**src/rtl/adc_cmd_pkg.sv**
```systemverilog
// Package: shared types and codes for the ADC serial command interface.
// Assumes a 12-bit command word; field order is fixed by the command layout.
package adc_cmd_pkg;

    // Full command word as received, MSB first on the wire.
    typedef struct packed {
        logic [1:0] chan;
        logic [1:0] feat;
        logic       deep;
        logic       nap;
        logic       anap;
        logic       refoff;
        logic       spec;
        logic [2:0] act;
    } cmd_t;

    // Stored configuration: the word without its action field.
    typedef struct packed {
        logic [1:0] chan;
        logic [1:0] feat;
        logic       deep;
        logic       nap;
        logic       anap;
        logic       refoff;
        logic       spec;
    } conf_t;

    localparam int CMD_BITS = $bits(cmd_t);

    typedef enum logic [2:0] {
        ACT_DAC_WR = 3'b001,
        ACT_DAC_RD = 3'b011,
        ACT_RESET  = 3'b101
    } act_e;

    localparam logic [1:0] FEAT_EXTRA = 2'b01;
    localparam logic [1:0] FEAT_RSVD  = 2'b10;

endpackage

```
**src/rtl/adc_cmd_shift.sv**
```systemverilog
// Module: serial framer. Detects serial clock edges in the system clock
// domain, shifts bits on falling edges while selected, and raises a one-cycle
// word_vld after the rising edge that follows the last bit.
// Assumes ser_clk/ser_sel/ser_din are synchronous and ser_clk idles high.
module adc_cmd_shift #(
    parameter int W = 12
) (
    input  logic         clk,
    input  logic         rst_n,
    input  logic         ser_clk,
    input  logic         ser_sel,
    input  logic         ser_din,
    output logic         word_vld,
    output logic [W-1:0] word
);
    localparam int CW = $clog2(W + 2);
    localparam logic [CW-1:0] FULL = CW'(W);
    localparam logic [CW-1:0] DONE = CW'(W + 1);

    logic          clk_q;
    logic [CW-1:0] cnt;
    logic [W-1:0]  sh;
    logic          fall;
    logic          rise;

    // Edge decode of the sampled serial clock.
    assign fall = clk_q & ~ser_clk;
    assign rise = ~clk_q & ser_clk;

    // Keep the previous serial clock level.
    always_ff @(posedge clk) begin
        if (!rst_n) clk_q <= 1'b1;
        else        clk_q <= ser_clk;
    end

    // Shift bits in and count them; saturate once the word is committed.
    always_ff @(posedge clk) begin
        if (!rst_n) begin
            cnt <= '0;
            sh  <= '0;
        end else if (!ser_sel) begin
            cnt <= '0;
        end else if (fall && cnt < FULL) begin
            sh  <= {sh[W-2:0], ser_din};
            cnt <= cnt + 1'b1;
        end else if (rise && cnt == FULL) begin
            cnt <= DONE;
        end
    end

    // Commit strobe on the rising edge that closes a full word.
    always_ff @(posedge clk) begin
        if (!rst_n) word_vld <= 1'b0;
        else        word_vld <= ser_sel && rise && (cnt == FULL);
    end

    assign word = sh;
endmodule

```
**src/rtl/adc_cmd_decode.sv**
```systemverilog
// Module: command decoder. Loads the configuration register from a committed
// word, raises the action pulses and flags the reserved feature code.
// Assumes word is stable while word_vld is high.
module adc_cmd_decode
    import adc_cmd_pkg::*;
(
    input  logic  clk,
    input  logic  rst_n,
    input  logic  word_vld,
    input  cmd_t  word,
    output conf_t cfg,
    output logic  wr_p,
    output logic  rd_p,
    output logic  rst_p,
    output logic  err_p,
    output logic  rst_now
);
    logic reserved;
    logic take;

    // Qualify the committed word.
    assign reserved = (word.feat == FEAT_RSVD);
    assign take     = word_vld & ~reserved;
    assign rst_now  = take && (word.act == ACT_RESET);

    // Configuration register: loaded, or cleared by the reset action.
    always_ff @(posedge clk) begin
        if (!rst_n) begin
            cfg <= '0;
        end else if (take) begin
            if (rst_now) cfg <= '0;
            else         cfg <= '{chan: word.chan, feat: word.feat, deep: word.deep,
                                  nap: word.nap, anap: word.anap,
                                  refoff: word.refoff, spec: word.spec};
        end
    end

    // One-cycle action and error pulses.
    always_ff @(posedge clk) begin
        if (!rst_n) begin
            wr_p  <= 1'b0;
            rd_p  <= 1'b0;
            rst_p <= 1'b0;
            err_p <= 1'b0;
        end else begin
            wr_p  <= take && (word.act == ACT_DAC_WR);
            rd_p  <= take && (word.act == ACT_DAC_RD);
            rst_p <= rst_now;
            err_p <= word_vld && reserved;
        end
    end
endmodule

```
**src/rtl/adc_cmd_chan.sv**
```systemverilog
// Module: channel control. Chooses between the stored channel field and an
// internal alternating toggle, and decodes the input pair selection.
// Assumes conv_done is a one-cycle pulse per conversion.
module adc_cmd_chan (
    input  logic       clk,
    input  logic       rst_n,
    input  logic       auto_mode,
    input  logic       conv_done,
    input  logic       clr,
    input  logic [1:0] man_chan,
    output logic [1:0] chan_code,
    output logic [1:0] pos_sel,
    output logic       neg_sel
);
    logic tog;

    // Alternating channel pair in automatic mode.
    always_ff @(posedge clk) begin
        if (!rst_n)                     tog <= 1'b0;
        else if (clr)                   tog <= 1'b0;
        else if (auto_mode && conv_done) tog <= ~tog;
    end

    // Effective channel code.
    assign chan_code = auto_mode ? {tog, tog} : man_chan;

    // Input pair decode.
    always_comb begin
        unique case (chan_code)
            2'b00:   pos_sel = 2'd0;
            2'b01:   pos_sel = 2'd1;
            default: pos_sel = 2'd2;
        endcase
        neg_sel = (chan_code == 2'b11);
    end
endmodule

```
**src/rtl/adc_cmd_if.sv**
```systemverilog
// Module: top of the ADC serial command interface. Ties the framer, decoder
// and channel control together and presents decoded configuration fields.
// Assumes all inputs synchronous to clk; serial clock at most clk/4.
module adc_cmd_if
    import adc_cmd_pkg::*;
#(
    parameter int CMD_W = CMD_BITS
) (
    input  logic       clk,
    input  logic       rst_n,
    input  logic       ser_clk,
    input  logic       ser_sel,
    input  logic       ser_din,
    input  logic       mode_auto,
    input  logic       mode_single,
    input  logic       conv_done,
    output logic [1:0] chan_code,
    output logic [1:0] pos_sel,
    output logic       neg_sel,
    output logic       dual_out,
    output logic [1:0] feat_code,
    output logic       extra_en,
    output logic       pd_deep,
    output logic       pd_nap,
    output logic       pd_autonap,
    output logic       pd_ref,
    output logic       special_rd,
    output logic       dac_wr_arm,
    output logic       dac_rd_arm,
    output logic       dev_reset,
    output logic       cmd_err
);
    logic             word_vld;
    logic [CMD_W-1:0] word_raw;
    conf_t            cfg;
    logic             rst_now;

    adc_cmd_shift #(.W(CMD_W)) u_shift (
        .clk      (clk),
        .rst_n    (rst_n),
        .ser_clk  (ser_clk),
        .ser_sel  (ser_sel),
        .ser_din  (ser_din),
        .word_vld (word_vld),
        .word     (word_raw)
    );

    adc_cmd_decode u_dec (
        .clk      (clk),
        .rst_n    (rst_n),
        .word_vld (word_vld),
        .word     (cmd_t'(word_raw)),
        .cfg      (cfg),
        .wr_p     (dac_wr_arm),
        .rd_p     (dac_rd_arm),
        .rst_p    (dev_reset),
        .err_p    (cmd_err),
        .rst_now  (rst_now)
    );

    adc_cmd_chan u_chan (
        .clk       (clk),
        .rst_n     (rst_n),
        .auto_mode (mode_auto),
        .conv_done (conv_done),
        .clr       (rst_now),
        .man_chan  (cfg.chan),
        .chan_code (chan_code),
        .pos_sel   (pos_sel),
        .neg_sel   (neg_sel)
    );

    // Decoded configuration outputs.
    assign feat_code  = cfg.feat;
    assign extra_en   = (cfg.feat == FEAT_EXTRA);
    assign pd_deep    = cfg.deep;
    assign pd_nap     = cfg.nap;
    assign pd_autonap = cfg.anap;
    assign pd_ref     = cfg.refoff;
    assign special_rd = cfg.spec;
    assign dual_out   = ~mode_single;
endmodule

```
**config.mk**
```make
export PLATFORM = sky130hd
export DESIGN_NAME = adc_cmd_if
export DESIGN_NICKNAME = d
export VERILOG_FILES = /design/src/rtl/adc_cmd_pkg.sv /design/src/rtl/adc_cmd_shift.sv /design/src/rtl/adc_cmd_decode.sv /design/src/rtl/adc_cmd_chan.sv /design/src/rtl/adc_cmd_if.sv
export SDC_FILE = /design/constraint.sdc
export NUM_CORES = 1
export LEC_CHECK = 0
export BUFFER_PORTS_ARGS = -buffer_cell sky130_fd_sc_hd__buf_2
export CELL_PAD_IN_SITES_DETAIL_PLACEMENT = 2
export CELL_PAD_IN_SITES_GLOBAL_PLACEMENT = 2
export CORE_MARGIN = 4
export CORE_UTILIZATION = 29
export DETAILED_ROUTE_END_ITERATION = 12
export PLACE_DENSITY_LB_ADDON = 0.3
export SYNTH_ARGS = -nofsm -noshare
export SYNTH_HDL_FRONTEND = slang
export SYNTH_SLANG_ARGS = --single-unit
```
**constraint.sdc**
```tcl
create_clock -name clk -period 1.16 [get_ports clk]
set_clock_uncertainty 0.2 [all_clocks]
set_input_delay 0.058 -clock clk [delete_from_list [all_inputs] [get_ports clk]]
set_output_delay 0.058 -clock clk [all_outputs]
set_load 0.01 [all_outputs]
```
==> metrics.txt <==
# TYPE chip_impl_metric gauge
chip_impl_info{name="outcome",value="finished with violations"} 1
chip_impl_info{name="failed_checks",value="negative hold slack, negative setup slack"} 1
chip_impl_metric{name="global_route.usage.total",unit=""} 0.172
chip_impl_info{name="startpoint",value="u_dec.cfg[8]"} 1
chip_impl_metric{name="detailedPlace.worstSlack",unit="ns"} -0.159
chip_impl_metric{name="power.ir.vdd_worst",unit="uV"} 823
chip_impl_metric{name="p_int",unit="W"} 0.00184
chip_impl_metric{name="critical-path-max-stage-delay",unit="ns"} 0.35
chip_impl_metric{name="met3_wirelength",unit="um"} 174
chip_impl_metric{name="area_share_of_xor_xnor_cells_in_the_synthesized_design",unit=""} 0.00684
chip_impl_metric{name="synth.yosys.seq_area_share",unit=""} 0.500
chip_impl_metric{name="die_height",unit="um"} 74.5
chip_impl_metric{name="rows",unit=""} 23
chip_impl_metric{name="library_cells_used_by_synthesis",unit=""} 34
chip_impl_info{name="dominant_combinational_cell_family_by_area_after_synthesis",value="simple AND/OR/NAND/NOR gates"} 1
chip_impl_info{name="hold_path_startpoint",value="rst_n"} 1
chip_impl_metric{name="place.detailed.hpwl",unit="um"} 2460
chip_impl_metric{name="synth_nets",unit=""} 142
chip_impl_metric{name="worst_ep_required_time",unit="ns"} 0.90
chip_impl_metric{name="yosys.area_share.adder",unit=""} 0.0195
chip_impl_metric{name="port-buffer-count",unit=""} 25
chip_impl_metric{name="detail_route.drc_violations",unit=""} 0
chip_impl_metric{name="swShare",unit=""} 0.247
chip_impl_metric{name="dp.cells",unit=""} 218
chip_impl_metric{name="ctsHoldBuffers",unit=""} 3
chip_impl_info{name="highest_metal_layer_used_by_the_detailed_router",value="met4"} 1
chip_impl_metric{name="h-tree-depth",unit=""} 2
chip_impl_metric{name="first_global_vias",unit=""} 1310
chip_impl_metric{name="syn_area_per_cell",unit="um^2"} 9.71
chip_impl_metric{name="postSynthRegisterBits",unit=""} 32
chip_impl_info{name="clk_root_buffer_cell",value="clkbuf_8"} 1
chip_impl_info{name="post_synth_main_area_contributors",value="dfxtp_1 (50%), mux2i_1 (9.4%), nand2_1 (7.3%)"} 1
chip_impl_metric{name="placer_congestion",unit=""} 0.814
chip_impl_metric{name="syn2layout_area_growth",unit="%"} 74.4
chip_impl_metric{name="cts-buffers-inserted",unit=""} 5
chip_impl_info{name="crit_path_start_kind",value="register"} 1
chip_impl_metric{name="initial_utilization",unit=""} 0.309
chip_impl_metric{name="power_frac_comb",unit=""} 0.092
chip_impl_info{name="critical_r2r_launch",value="u_shift.clk_q"} 1
chip_impl_info{name="ys_top_cells_by_count",value="dfxtp_1 (32), nand2_1 (25), mux2i_1 (12)"} 1
chip_impl_metric{name="crit_arrival",unit="ns"} 1.13
chip_impl_metric{name="slew_violations",unit=""} 0
chip_impl_metric{name="synth_compound_gate_area_share",unit=""} 0.106
chip_impl_info{name="clock_tree_from_tritoncts",value="yes"} 1
chip_impl_metric{name="final.period_utilization",unit=""} 1.19
chip_impl_metric{name="flip_flop_count_of_the_largest_register_all_copies_and_words_added",unit=""} 12
chip_impl_metric{name="netlist.area_leader.share",unit=""} 0.500
chip_impl_metric{name="design.portCount",unit=""} 26
chip_impl_metric{name="met1Wirelength",unit="um"} 2410
chip_impl_metric{name="synth_warnings",unit=""} 0
chip_impl_metric{name="floorplan.die_area",unit="mm^2"} 0.00555
chip_impl_metric{name="synth_simple_gate_area_share",unit=""} 0.218
chip_impl_metric{name="pin_count_of_the_biggest_net_entering_global_routing",unit=""} 13
chip_impl_metric{name="clk_latency",unit="ns"} 0.30
chip_impl_metric{name="core_area",unit="mm^2"} 0.00414
chip_impl_metric{name="antenna_left",unit=""} 0
chip_impl_info{name="rsz0062_at_grt",value="yes"} 1
chip_impl_info{name="crit_path_cell_chain",value="inv_2 -> o21ai_2 -> and2_1 -> buf_2"} 1
chip_impl_metric{name="cts.sink_count",unit=""} 32
chip_impl_metric{name="worst_slack",unit="ns"} -0.224
chip_impl_metric{name="async_set_reset_flop_share_out_of_synthesis",unit=""} 0
chip_impl_metric{name="path_clk_slew",unit="ns"} 0.08
chip_impl_info{name="netlist.top_cell.by_area",value="dfxtp_1"} 1
chip_impl_metric{name="post_layout_min_period",unit="ns"} 1.38
chip_impl_metric{name="syn_area",unit="mm^2"} 0.00128
chip_impl_metric{name="max_cap_viol_count",unit=""} 0
chip_impl_metric{name="hold_viol",unit=""} 5
chip_impl_metric{name="total_leakage_power",unit="nW"} 0.957
chip_impl_metric{name="die_width",unit="um"} 74.5
chip_impl_metric{name="report.final.setup_viol",unit=""} 33
chip_impl_metric{name="power.share.clock",unit=""} 0.456
chip_impl_metric{name="slew_headroom",unit=""} 0.737
chip_impl_metric{name="power.net_switching",unit="W"} 0.000602
chip_impl_metric{name="yosys-mux-area-fraction",unit=""} 0.0938
chip_impl_metric{name="drt-initial-drc-count",unit=""} 33
chip_impl_metric{name="global_route_wire_length_before_repair",unit="um"} 6900
chip_impl_metric{name="layout.nets",unit=""} 207
chip_impl_info{name="dominant_register_cell_in_the_synthesized_netlist",value="dfxtp_1"} 1
chip_impl_metric{name="grt_antenna_before_repair",unit=""} 0
chip_impl_metric{name="fmaxAchievable",unit="MHz"} 723
chip_impl_metric{name="seqPwrFrac",unit=""} 0.451
chip_impl_info{name="yosys.cell_count.top_type",value="dfxtp_1"} 1
chip_impl_metric{name="wl",unit="um"} 5400
chip_impl_metric{name="stdcell_count",unit=""} 248
chip_impl_metric{name="pwr_per_cell_area",unit="mW/mm^2"} 1090
chip_impl_metric{name="timing.hold.ws",unit="ns"} -0.112
chip_impl_metric{name="drive_gt1_frac",unit=""} 0.652
chip_impl_metric{name="post_drt_via_cell_ratio",unit=""} 5.06
chip_impl_metric{name="antenna_cells",unit=""} 0
chip_impl_info{name="end_kind",value="output pin"} 1
chip_impl_metric{name="vias",unit=""} 1254
chip_impl_metric{name="syn-instance-count",unit=""} 132
chip_impl_metric{name="cts-root-to-sink-buffers",unit=""} 2
chip_impl_info{name="setup_cp_type",value="reg2out"} 1
chip_impl_info{name="worst_hold_path_type",value="in2reg"} 1
chip_impl_metric{name="overflow",unit=""} 0
chip_impl_metric{name="number_of_enable_type_register_cells_in_the_synthesized_netlist",unit=""} 0
chip_impl_metric{name="wl_per_cell",unit="um"} 21.8
chip_impl_metric{name="met2RoutedLength",unit="um"} 2730
chip_impl_info{name="highest_delay_cell_along_the_critical_path",value="dfxtp_2"} 1
chip_impl_metric{name="cp_max_fo",unit=""} 3
chip_impl_metric{name="drtPass1Iterations",unit=""} 4
chip_impl_metric{name="worst_slew_pin_slew",unit="ns"} 0.393
==> worst max-delay path: cells and delay by family, from the launching register on <==
family	cells	cell delay, ns
flops	1	0.35
buf+inv	2	0.18
compound gates	1	0.15
simple gates	1	0.15
==> power by group through the flow <==
stage / registers, W / clock network, W / logic, W
after floorplan: 0.00114 / 0 / 0.0000842
after global placement: 0.00114 / 0 / 0.000133
after detailed placement: 0.00114 / 0 / 0.000138
after CTS: 0.00111 / 0.00111 / 0.000179
after global routing: 0.00110 / 0.00121 / 0.000241
final: 0.00110 / 0.00111 / 0.000225
==> per-layer routing <==
metal | vias to the layer above | track usage
met2 | 22 | 0.301
li1 | 591 | -
met3 | 8 | 0.0527
met1 | 633 | 0.196
met4 | 0 | 0.0613
met5 | - | 0
==> final cells by class <==
class                           instances  area, um^2
Clock buffer                            5        68.8
Sequential cell                        32         673
Multi-Input combinational cell         88         886
Timing Repair Buffer                   64         479
Tap cell                               50        62.6
Inverter                                6        22.5
Clock inverter                          3        42.5
Fill cell                             420        1910
==> through the flow <==
| step | util | power, W | TNS, ns | area, um^2 |
|---|---|---|---|---|
| 2_1_floorplan | - | 0.00122 | -0.469 | 1300 |
| 3_3_place_gp | 0.378 | 0.00127 | -2.10 | 1570 |
| 3_5_place_dp | 0.378 | 0.00128 | -2.98 | 1570 |
| 4_1_cts | 0.462 | 0.00240 | -3.00 | 1910 |
| 5_1_grt | 0.539 | 0.00255 | -5.42 | 2230 |
| 6_report | 0.539 | 0.00244 | -3.31 | 2230 |
==> kinds of logic after synthesis <==
family / Yosys count
simple gates: 53
compound gates: 19
buf+inv: 13
mux: 12
fa+ha+maj: 2
xor+xnor: 1
flops: 32
==> what timing repair did <==
item | CTS | global route
pin swaps | 13 | 14
endpoints found under the hold margin | 9 | 5
setup endpoints to repair | 35 | 36
gates cloned | 1 | 0
setup buffers | 7 | 11
resized for setup | 39 | 43
==> worst paths after layout <==
| check | end | slack (ns) | depth (start not counted) |
|---|---|---|---|
| worst min register to register | u_dec.cfg[6] | 0.29 | 2 |
| worst min-delay path | u_shift.clk_q | -0.11 | 2 |
| worst max register to register | u_shift.word[10] | -0.17 | 3 |
| worst max-delay path | neg_sel | -0.22 | 4 |
==> layout by cell type (no fill, tap or decap), types with 3 or more instances in the layout <==
master,instances
buf_6,9
buf_4,28
nand2_1,21
dfxtp_2,8
mux2i_1,12
nand3_4,4
clkbuf_8,5
o22ai_2,6
inv_2,4
buf_2,23
nor2_1,3
dfxtp_4,6
nor3_2,3
dfxtp_1,18
nor2b_4,3
Note: power is estimated with default switching activity, not from simulation.
